File: config.mk
export PLATFORM = sky130hd
export DESIGN_NAME = blkdma_ctrl
export DESIGN_NICKNAME = d
export VERILOG_FILES = /design/src/rtl/blkdma_pkg.sv /design/src/rtl/blkdma_geom.sv /design/src/rtl/blkdma_regs.sv /design/src/rtl/blkdma_fsm.sv /design/src/rtl/blkdma_ctrl.sv
export SDC_FILE = /design/constraint.sdc
export NUM_CORES = 1
export LEC_CHECK = 0
export ABC_AREA = 0
export ABC_CLOCK_PERIOD_IN_PS = 3000
export BUFFER_PORTS_ARGS = -buffer_cell sky130_fd_sc_hd__buf_2
export CORE_MARGIN = 2
export CORE_UTILIZATION = 54
export CTS_CLUSTER_DIAMETER = 60
export DETAILED_ROUTE_END_ITERATION = 6
export PLACE_DENSITY = 0.8
export SETUP_SLACK_MARGIN = 0.2
export SYNTH_ARGS = -nofsm -noshare
export SYNTH_HDL_FRONTEND = slang
export SYNTH_SLANG_ARGS = --single-unit
File: constraint.sdc
create_clock -name clk -period 3 [get_ports clk]
set_input_delay 0.15 -clock clk [delete_from_list [all_inputs] [get_ports clk]]
set_output_delay 0.15 -clock clk [all_outputs]
set_load 0.01 [all_outputs]
File: src/rtl/blkdma_pkg.sv
package blkdma_pkg;

    typedef enum logic [1:0] {
        ST_IDLE  = 2'd0,
        ST_ISSUE = 2'd1,
        ST_MOVE  = 2'd2
    } dma_state_e;

    localparam logic [2:0] IDX_CMD  = 3'd0;
    localparam logic [2:0] IDX_LBA  = 3'd1;
    localparam logic [2:0] IDX_DEST = 3'd2;
    localparam logic [2:0] IDX_STAT = 3'd3;
    localparam logic [2:0] IDX_GEOM = 3'd4;

    localparam logic [7:0] OP_READ = 8'h01;

    localparam int STAT_BUSY = 0;
    localparam int STAT_IRQ  = 1;
    localparam int STAT_ERR  = 2;

endpackage

File: src/rtl/blkdma_geom.sv
module blkdma_geom #(
    parameter int DW     = 32,
    parameter int NSURF  = 4,
    parameter int NTRACK = 64,
    parameter int NSECT  = 32,
    parameter int SURFW  = 2,
    parameter int TRKW   = 6,
    parameter int SECW   = 5
) (
    input  logic [DW-1:0]    lba,
    output logic [SURFW-1:0] surf,
    output logic [TRKW-1:0]  trk,
    output logic [SECW-1:0]  sect,
    output logic             in_range
);
    localparam logic [DW-1:0] TOTAL_C = DW'(NSURF * NTRACK * NSECT);
    localparam logic [DW-1:0] NSECT_C = DW'(NSECT);
    localparam logic [DW-1:0] NSURF_C = DW'(NSURF);

    logic [DW-1:0] quo;
    logic [DW-1:0] sect_w;
    logic [DW-1:0] surf_w;
    logic [DW-1:0] trk_w;

    always_comb begin
        quo      = lba / NSECT_C;
        sect_w   = lba % NSECT_C;
        surf_w   = quo % NSURF_C;
        trk_w    = quo / NSURF_C;
        sect     = sect_w[SECW-1:0];
        surf     = surf_w[SURFW-1:0];
        trk      = trk_w[TRKW-1:0];
        in_range = lba < TOTAL_C;
    end
endmodule

File: src/rtl/blkdma_regs.sv
module blkdma_regs
    import blkdma_pkg::*;
#(
    parameter int DW    = 32,
    parameter int SURFW = 2,
    parameter int TRKW  = 6,
    parameter int SECW  = 5
) (
    input  logic             clk,
    input  logic             rst_n,
    input  logic             reg_we,
    input  logic [2:0]       reg_idx,
    input  logic [DW-1:0]    reg_wdata,
    output logic [DW-1:0]    reg_rdata,
    input  logic             in_range,
    input  logic             busy,
    input  logic             done,
    input  logic [SURFW-1:0] pos_surf,
    input  logic [TRKW-1:0]  pos_trk,
    input  logic [SECW-1:0]  pos_sect,
    output logic [DW-1:0]    lba_q,
    output logic [DW-1:0]    dest_q,
    output logic             start,
    output logic             irq_q
);
    logic err_q;
    logic cmd_hit;
    logic err_set;
    logic stat_wr;

    always_comb begin
        cmd_hit = reg_we && (reg_idx == IDX_CMD) && (reg_wdata[7:0] == OP_READ);
        start   = cmd_hit && !busy && in_range;
        err_set = cmd_hit && (busy || !in_range);
        stat_wr = reg_we && (reg_idx == IDX_STAT);
    end

    always_ff @(posedge clk) begin
        if (!rst_n) begin
            lba_q  <= '0;
            dest_q <= '0;
            irq_q  <= 1'b0;
            err_q  <= 1'b0;
        end else begin
            if (reg_we && reg_idx == IDX_LBA)  lba_q  <= reg_wdata;
            if (reg_we && reg_idx == IDX_DEST) dest_q <= reg_wdata;
            if (done)                                  irq_q <= 1'b1;
            else if (stat_wr && reg_wdata[STAT_IRQ])   irq_q <= 1'b0;
            if (err_set)                               err_q <= 1'b1;
            else if (stat_wr && reg_wdata[STAT_ERR])   err_q <= 1'b0;
        end
    end

    always_comb begin
        reg_rdata = '0;
        case (reg_idx)
            IDX_LBA:  reg_rdata = lba_q;
            IDX_DEST: reg_rdata = dest_q;
            IDX_STAT: begin
                reg_rdata[STAT_BUSY] = busy;
                reg_rdata[STAT_IRQ]  = irq_q;
                reg_rdata[STAT_ERR]  = err_q;
            end
            IDX_GEOM: begin
                reg_rdata[7:0]   = 8'(pos_sect);
                reg_rdata[15:8]  = 8'(pos_trk);
                reg_rdata[23:16] = 8'(pos_surf);
            end
            default: reg_rdata = '0;
        endcase
    end
endmodule

File: src/rtl/blkdma_fsm.sv
module blkdma_fsm
    import blkdma_pkg::*;
#(
    parameter int DW    = 32,
    parameter int WORDS = 128,
    parameter int SURFW = 2,
    parameter int TRKW  = 6,
    parameter int SECW  = 5
) (
    input  logic             clk,
    input  logic             rst_n,
    input  logic             start,
    input  logic [DW-1:0]    dest,
    input  logic [SURFW-1:0] t_surf,
    input  logic [TRKW-1:0]  t_trk,
    input  logic [SECW-1:0]  t_sect,
    output logic             sec_req,
    output logic [SURFW-1:0] sec_surface,
    output logic [TRKW-1:0]  sec_track,
    output logic [SECW-1:0]  sec_sector,
    input  logic             sd_valid,
    input  logic [DW-1:0]    sd_data,
    output logic             sd_ready,
    output logic             mem_wvalid,
    input  logic             mem_wready,
    output logic [DW-1:0]    mem_addr,
    output logic [DW-1:0]    mem_wdata,
    output logic             busy,
    output logic             done
);
    localparam int CNTW = $clog2(WORDS + 1);
    localparam logic [CNTW-1:0] WORDS_C = CNTW'(WORDS);
    localparam logic [CNTW-1:0] LAST_C  = CNTW'(WORDS - 1);
    localparam logic [DW-1:0]   STEP_C  = DW'(DW / 8);

    dma_state_e      state_q, state_d;
    logic [CNTW-1:0] in_cnt, out_cnt;
    logic [DW-1:0]   waddr;
    logic            in_fire, out_fire, last_out;

    always_ff @(posedge clk) begin
        if (!rst_n) state_q <= ST_IDLE;
        else        state_q <= state_d;
    end

    always_comb begin
        state_d = state_q;
        unique case (state_q)
            ST_IDLE:  if (start) state_d = ST_ISSUE;
            ST_ISSUE: state_d = ST_MOVE;
            ST_MOVE:  if (last_out) state_d = ST_IDLE;
            default:  state_d = ST_IDLE;
        endcase
    end

    always_comb begin
        sec_req  = (state_q == ST_ISSUE);
        busy     = (state_q != ST_IDLE);
        sd_ready = (state_q == ST_MOVE) && (in_cnt != WORDS_C) && (!mem_wvalid || mem_wready);
        in_fire  = sd_valid && sd_ready;
        out_fire = mem_wvalid && mem_wready;
        last_out = (state_q == ST_MOVE) && out_fire && (out_cnt == LAST_C);
        done     = last_out;
    end

    always_ff @(posedge clk) begin
        if (!rst_n) begin
            sec_surface <= '0;
            sec_track   <= '0;
            sec_sector  <= '0;
            in_cnt      <= '0;
            out_cnt     <= '0;
            waddr       <= '0;
            mem_wvalid  <= 1'b0;
            mem_addr    <= '0;
            mem_wdata   <= '0;
        end else if (start && state_q == ST_IDLE) begin
            sec_surface <= t_surf;
            sec_track   <= t_trk;
            sec_sector  <= t_sect;
            in_cnt      <= '0;
            out_cnt     <= '0;
            waddr       <= dest;
        end else begin
            if (in_fire) begin
                mem_wvalid <= 1'b1;
                mem_addr   <= waddr;
                mem_wdata  <= sd_data;
                waddr      <= waddr + STEP_C;
                in_cnt     <= in_cnt + 1'b1;
            end else if (out_fire) begin
                mem_wvalid <= 1'b0;
            end
            if (out_fire) out_cnt <= out_cnt + 1'b1;
        end
    end
endmodule

File: src/rtl/blkdma_ctrl.sv
module blkdma_ctrl #(
    parameter int DW           = 32,
    parameter int NSURF        = 4,
    parameter int NTRACK       = 64,
    parameter int NSECT        = 32,
    parameter int SECTOR_BYTES = 512,
    localparam int SURFW = (NSURF  > 1) ? $clog2(NSURF)  : 1,
    localparam int TRKW  = (NTRACK > 1) ? $clog2(NTRACK) : 1,
    localparam int SECW  = (NSECT  > 1) ? $clog2(NSECT)  : 1
) (
    input  logic             clk,
    input  logic             rst_n,
    input  logic             reg_we,
    input  logic [2:0]       reg_idx,
    input  logic [DW-1:0]    reg_wdata,
    output logic [DW-1:0]    reg_rdata,
    output logic             sec_req,
    output logic [SURFW-1:0] sec_surface,
    output logic [TRKW-1:0]  sec_track,
    output logic [SECW-1:0]  sec_sector,
    input  logic             sd_valid,
    input  logic [DW-1:0]    sd_data,
    output logic             sd_ready,
    output logic             mem_wvalid,
    input  logic             mem_wready,
    output logic [DW-1:0]    mem_addr,
    output logic [DW-1:0]    mem_wdata,
    output logic             irq
);
    localparam int WORDS = SECTOR_BYTES / (DW / 8);

    logic [DW-1:0]    lba_q, dest_q;
    logic [SURFW-1:0] t_surf;
    logic [TRKW-1:0]  t_trk;
    logic [SECW-1:0]  t_sect;
    logic             in_range, start, busy, done;

    blkdma_geom #(
        .DW(DW), .NSURF(NSURF), .NTRACK(NTRACK), .NSECT(NSECT),
        .SURFW(SURFW), .TRKW(TRKW), .SECW(SECW)
    ) u_geom (
        .lba(lba_q), .surf(t_surf), .trk(t_trk), .sect(t_sect), .in_range(in_range)
    );

    blkdma_regs #(
        .DW(DW), .SURFW(SURFW), .TRKW(TRKW), .SECW(SECW)
    ) u_regs (
        .clk(clk), .rst_n(rst_n),
        .reg_we(reg_we), .reg_idx(reg_idx), .reg_wdata(reg_wdata), .reg_rdata(reg_rdata),
        .in_range(in_range), .busy(busy), .done(done),
        .pos_surf(sec_surface), .pos_trk(sec_track), .pos_sect(sec_sector),
        .lba_q(lba_q), .dest_q(dest_q), .start(start), .irq_q(irq)
    );

    blkdma_fsm #(
        .DW(DW), .WORDS(WORDS), .SURFW(SURFW), .TRKW(TRKW), .SECW(SECW)
    ) u_fsm (
        .clk(clk), .rst_n(rst_n), .start(start), .dest(dest_q),
        .t_surf(t_surf), .t_trk(t_trk), .t_sect(t_sect),
        .sec_req(sec_req), .sec_surface(sec_surface), .sec_track(sec_track), .sec_sector(sec_sector),
        .sd_valid(sd_valid), .sd_data(sd_data), .sd_ready(sd_ready),
        .mem_wvalid(mem_wvalid), .mem_wready(mem_wready), .mem_addr(mem_addr), .mem_wdata(mem_wdata),
        .busy(busy), .done(done)
    );
endmodule

=== Yosys cells after proc, flatten, opt, wreduce, memory -nomap -nowiden ===
Cells that the tools add are included.
W data, S select, Z words.

* Register bits: 194
* Input port bits: 72
* Output and inout bits: 113
* Word-level logic and storage cells: 78

* Add/subtract/negate cells: 3
* Order comparisons: 1
* Equality and inequality tests: 11
* Multiplexer cells: 14
* Bitwise operators: 2
* Reduce and logical (&&, ||, !) cells: 33

{| class="wikitable"
|+ Operators by type and width
! kind !! count
|-
| $mux W32 || 2
|-
| $pmux W21 S3 || 1
|-
| $add A32 B3 Y32 const B || 1
|-
| $lt A32 B14 Y1 const B || 1
|-
| $logic_and A1 B1 Y1 || 17
|-
| $add A8 B1 Y8 const B || 2
|-
| $pmux W8 S2 || 1
|-
| $pmux W3 S4 || 1
|-
| $reduce_bool A2 Y1 || 5
|-
| $eq A8 B1 Y1 const B || 1
|-
| $eq A8 B7 Y1 const B || 1
|-
| $ne A8 B8 Y1 const B || 1
|-
| $eq A3 B2 Y1 const B || 2
|-
| $mux W1 || 6
|-
| $pmux W2 S3 || 1
|-
| $reduce_and A2 Y1 || 3
|-
| $mux W2 || 2
|-
| $eq A3 B1 Y1 const B || 1
|-
| $eq A3 B3 Y1 const B || 1
|-
| $logic_not A1 Y1 || 3
|-
| $logic_not A3 Y1 || 1
|-
| $eq A2 B1 Y1 const B || 1
|-
| $eq A2 B2 Y1 const B || 1
|-
| $logic_not A2 Y1 || 1
|-
| other kinds (5) || 7
|}

=== Longest topological paths before layout ===
* Depth in word-level cells: 8
* Mapped depth: 10
* Mapped depth without buffers: 8

=== By module ===
From an unflattened synthesis, not the netlist that was laid out.

* Cells, all modules: 1073
* Area total of the unflattened synthesis: 8423.1 sq um

{| class="wikitable"
|+ By module, submodules not included
! module !! times used !! cells an instance !! area each (sq um) !! sequential area each (sq um)
|-
| blkdma_fsm || 1 || 679 || 5323.9 || 2562.5
|-
| blkdma_regs || 1 || 375 || 2951.6 || 1321.3
|-
| blkdma_geom || 1 || 19 || 147.6 || 0.0
|}

=== Worst setup path before layout ===
OpenSTA, ideal clock, no wires.

* Path kind: register -> register
* From: register u_fsm.in_cnt[0]
* To: register u_fsm.waddr[22]
* Setup time: 0.074 ns
* Data arrival time: 2.173 ns
* Required time: 2.926 ns
* Path slack: 0.753 ns
* Stages on the path, launching flop included: 10
* Buffers on the path: 1
* Clock period less this slack: 2.247 ns
* Cells stage by stage: dfxtp_1 inv_1 ha_1 nor4b_1 a221o_1 clkinv_1 nand3_1 clkbuf_1 or4_2 a31oi_1

* Word-level cells in the longest chain between the ends: 5

{| class="wikitable"
|+ Ends and longest elaborated chain
! item !! line !! text
|-
| start, declared || blkdma_fsm.sv:37 || <nowiki>logic [CNTW-1:0] in_cnt, out_cnt;</nowiki>
|-
| start signal, assigned || blkdma_fsm.sv:90 || <nowiki>in_cnt <= in_cnt + 1'b1;</nowiki>
|-
| $ne A8 B8 Y1 || blkdma_fsm.sv:59 || <nowiki>sd_ready = (state_q == ST_MOVE) && (in_cnt != WORDS_C) && (!mem_wvalid || mem_wready);</nowiki>
|-
| $logic_and A1 B1 Y1 (2 in a row) || blkdma_fsm.sv:59 ||
|-
| via sd_ready || blkdma_ctrl.sv:23 || <nowiki>output logic sd_ready,</nowiki>
|-
| $logic_and A1 B1 Y1 || blkdma_fsm.sv:60 || <nowiki>in_fire = sd_valid && sd_ready;</nowiki>
|-
| $reduce_bool A2 Y1 (no source line) || -- ||
|-
| end signal, assigned || blkdma_fsm.sv:83 || <nowiki>waddr <= dest;</nowiki>
|-
| end signal, assigned || blkdma_fsm.sv:89 || <nowiki>waddr <= waddr + STEP_C;</nowiki>
|-
| end, declared || blkdma_fsm.sv:38 || <nowiki>logic [DW-1:0] waddr;</nowiki>
|}

The timed path passes the listed nets, and every way through them passes these cells.
A chain may end at the register's enable or synchronous reset.

=== Final worst setup path ===
* From: register u_fsm.in_cnt[0]
* To: register u_fsm.waddr[9]

* Word-level cells in the longest chain between the ends: 5

{| class="wikitable"
|+ Ends and longest elaborated chain
! item !! line
|-
| $ne A8 B8 Y1 || blkdma_fsm.sv:59
|-
| $logic_and A1 B1 Y1 (2 in a row) || blkdma_fsm.sv:59
|-
| $logic_and A1 B1 Y1 || blkdma_fsm.sv:60
|-
| $reduce_bool A2 Y1 (no source line) || --
|}

No other way between the ends.

==> metrics.md <==
| Metric | Value |
|---|---|
| N_diodes | 0 |
| Family with the most delay on the worst path | simple AND/OR/NAND/NOR gates |
| # setup viols final | 0 |
| First-pass GRT wire length | 37.89 mm |
| Crit-path max cell delay | 0.57 ns |
| Relative slew slack | 0.4795 |
| GRT Util Overall | 0.2897 |
| RSZ-0062 raised after global routing | no |
| GRT Residual Overflow | 0 |
| H-tree depth | 4 |
| Unique masters post-synth | 53 |
| Register area | 0.003884 mm^2 |
| WP buf/inv | 2 |
| Cell Chain, Critical Path | inv_1 > ha_1 > nor4b_1 > a221o_2 > clkinv_1 > nand3_1 > or3_2 > a31oi_1 |
| CP Data Arrival Time | 2.93 ns |
| Dpl hpwl | 15.58 mm |
| Worst VDD drop | 0.3698 mV |
| Max Fclk | around 390 MHz |
| Async SR Flop Fraction | 0 |
| # DRC | 0 |
| Site Rows | 45 |
| XOR/XNOR share of the synthesized area | 0.01598 |
| Synth Area in Adders | 0.006088 |
| Yosys reg bits | 194 |
| CORE AREA | 0.01503 mm^2 |
| Root Buffer | clkbuf_16 |
| Clk sink count | roughly 190 |
| Final Cycle Share | 0.8574 |
| Area Growth Syn to Fin | 27.79% |
| NumNets Final | roughly 1300 |
| DRT antenna net count | 0 |
| Startpoint types | flip-flop |
| # fillers | 1186 |
| Vias | about 8500 |
| Main combinational cell family by area after synthesis | simple AND/OR/NAND/NOR gates |
| PortBufs | between 150 and 200 |
| CP Data Required Time | between 3 and 4 ns |
| Slowest cell on crit path | or3_2 |
| Min Tclk post-route | about 2.6 ns |
| Initial core utilization | 0.5468 |
| Initial antenna violation count | 0 |
| Mapped Area | 0.008220 mm^2 |
| DRT iter0 DRCs | between 800 and 900 |
| Clk buf depth | 2 |
| Routed len/inst | 16.14 um |
| Max-slew violations | 0 |
| Mapped Cells | ~1100 |
| Vias per cell | just under 6 |
| Length of the first detailed-routing pass in iterations | 6 |
| Clk Latency, worst-skew pair | 0.43 ns |
| Cells after DPL | approximately 1400 |
| RD Place Congestion | 0.9141 |
| Die W | 127.4 um |
| Area share of and/or/nand/nor cells after synthesis | 0.2720 |
| Synthesized Nets | 1137 |
| MaxCap Viol Count | 0 |
| Main flop type after synthesis | dfxtp_1 |
| Crit end category | flip-flop |
| Worst Tran Pin Value | between 0.7 and 0.8 ns |
| PD cells | 498.4 mW/mm^2 |
| Synth warn | 0 |
| Outcome | finished, final reports clean |
| Register area share after synthesis | 0.4725 |
| Kind of critical path | flip-flop to flip-flop |
| Layout cells sized above 1 | 0.1972 |
| Num CTS Buffers | 17 |
| Vias in the first global route | approximately 7500 |
| Area of the multi-input gates | 0.003976 mm^2 |
| Hold Vio Cnt, Final | 0 |
| Setup TNS | 0 ns |
| Post-Layout Cell Count | 1471 |
| Synth Area in Compound Gates | 0.1819 |
| Clock transition at path regs | 0.07 ns |
| Worst Path Max Fanout | 16 |
| Clock Skew | about 0.007 ns |
| HP Class | input pin to flip-flop |
| Mux cell area share after synthesis | 0.005175 |
| Post-synth EDFFs | 0 |
| WL final | 23.74 mm |
| Leakage power | about 4 nW |
| Synth Area per Inst | 7.748 um^2 |
| Die area | ~0.016 mm^2 |
| CTS tree | yes |
| IO Count | roughly 190 |
| Die Y | about 130 um |
| Largest net degree at the start of global routing | 79 |
## kinds of logic after synthesis
logic type,count (synthesis)
compound gates,252
xor+xnor,15
buf+inv,90
mux,4
fa+ha+maj,4
simple gates,502
flops,194
## registers in the layout (all words and copies together), names as in the netlist
name	flops
u_fsm.mem_addr	32
u_regs.lba_q	32
u_fsm.mem_wdata	32
u_fsm.sec_surface	2
u_fsm.waddr	32
u_regs.dest_q	32
u_regs.err_q	1
u_fsm.in_cnt	8
u_regs.irq_q	1
u_fsm.mem_wvalid	1
u_fsm.sec_sector	5
u_fsm.state_q	2
u_fsm.sec_track	6
u_fsm.out_cnt	8
## what timing repair did
item                                    CTS  global route
buffers inserted                          0             0
resized for setup                         0             1
hold buffers                             64             0
endpoints found under the setup margin    0             6
endpoints found under the hold margin    94             0
## tightest hold or removal path, cell delays in order
cell and delay, ns:
buf_2 0.15, nand3_1 0.09, xor2_1 0.06, nor2_1 0.08
## per-layer routing
layer  track usage  vias up  share of wire
met4        0.1112        0          0.027
met1        0.3865     3940           0.42
met5             0        -              0
li1              -     4092              -
met2        0.4640      395           0.48
met3       0.05988       61          0.078
## Yosys cell counts (4+ instances only)
cell	count	share of area
a22oi_1	15	0.014
nor4_1	12	0.0091
and3_1	4	0.0030
nor2_1	31	0.014
ha_1	4	0.0061
dfxtp_1	194	0.47
or3_1	13	0.0099
nand3_1	31	0.019
nand2_1	344	0.16
inv_1	11	0.0050
a31oi_1	19	0.014
buf_2	6	0.0037
a21oi_1	153	0.093
o21ai_0	15	0.0091
clkbuf_1	67	0.031
or4_1	11	0.010
nand4_1	23	0.018
a22o_1	19	0.020
o311ai_0	6	0.0064
xnor2_1	9	0.0096
nor2b_1	4	0.0030
nand2b_1	4	0.0030
o211ai_1	10	0.0091
xor2_1	6	0.0064
nor3_1	4	0.0024
## final timing paths
path	start	endpoint	slack, ns	depth (start not counted)
max	u_fsm.in_cnt[0]	u_fsm.waddr[9]	0.43	8
min reg2reg	u_fsm.mem_addr[24]	u_fsm.mem_addr[24]	0.45	2
min	sd_valid	u_fsm.in_cnt[6]	0.14	4
max reg2reg	u_fsm.in_cnt[0]	u_fsm.waddr[9]	0.43	8
## layout by cell type (no fill, tap or decap), drive strengths merged, types with 6 or more instances in the layout
master / n
xnor2: 9
buf: 206
xor2: 6
dlygate4sd3: 64
nand2: 344
o21ai: 15
o311ai: 6
or3: 16
a22o: 19
clkbuf: 23
nand4: 24
a22oi: 15
inv: 13
a31oi: 19
o211ai: 10
dfxtp: 194
nor2: 31
or4: 14
nand3: 31
nor4: 13
a21oi: 153
## cell type report
cell class	instances	share of cell area
clock inverter	7	0.01167
clock buffer	23	0.04645
multi-input combinational	777	0.3785
tap	188	0.02239
inverter	12	0.004526
timing repair buffer	270	0.1667
sequential	194	0.3697
## report_power, final
part / total (W) / internal (W) / switching [W] / leakage (nW)
combinational: 0.000282 / 0.000126 / 0.000156 / 2.14
clock: 0.00234 / 0.00140 / 0.000946 / 0.292
sequential: 0.00261 / 0.00259 / 0.0000173 / 1.56
## per-stage QoR
stage | power (W) | worst slack (ns) | hold WS (ns) | area, um^2 | util
after floorplan | 0.002776 | 0.7531 | 0.2860 | 8220 | -
after global placement | 0.002876 | 0.5102 | 0.3915 | 9253 | 0.6155
after detailed placement | 0.002879 | 0.4476 | 0.3971 | 9253 | 0.6155
after CTS | 0.005246 | 0.4358 | 0.1239 | 10500 | 0.6987
after global routing | 0.005385 | 0.2730 | 0.1656 | 10510 | 0.6988
final | 0.005235 | 0.4277 | 0.1377 | 10510 | 0.6988
Note: power is estimated with default switching activity, not from simulation.
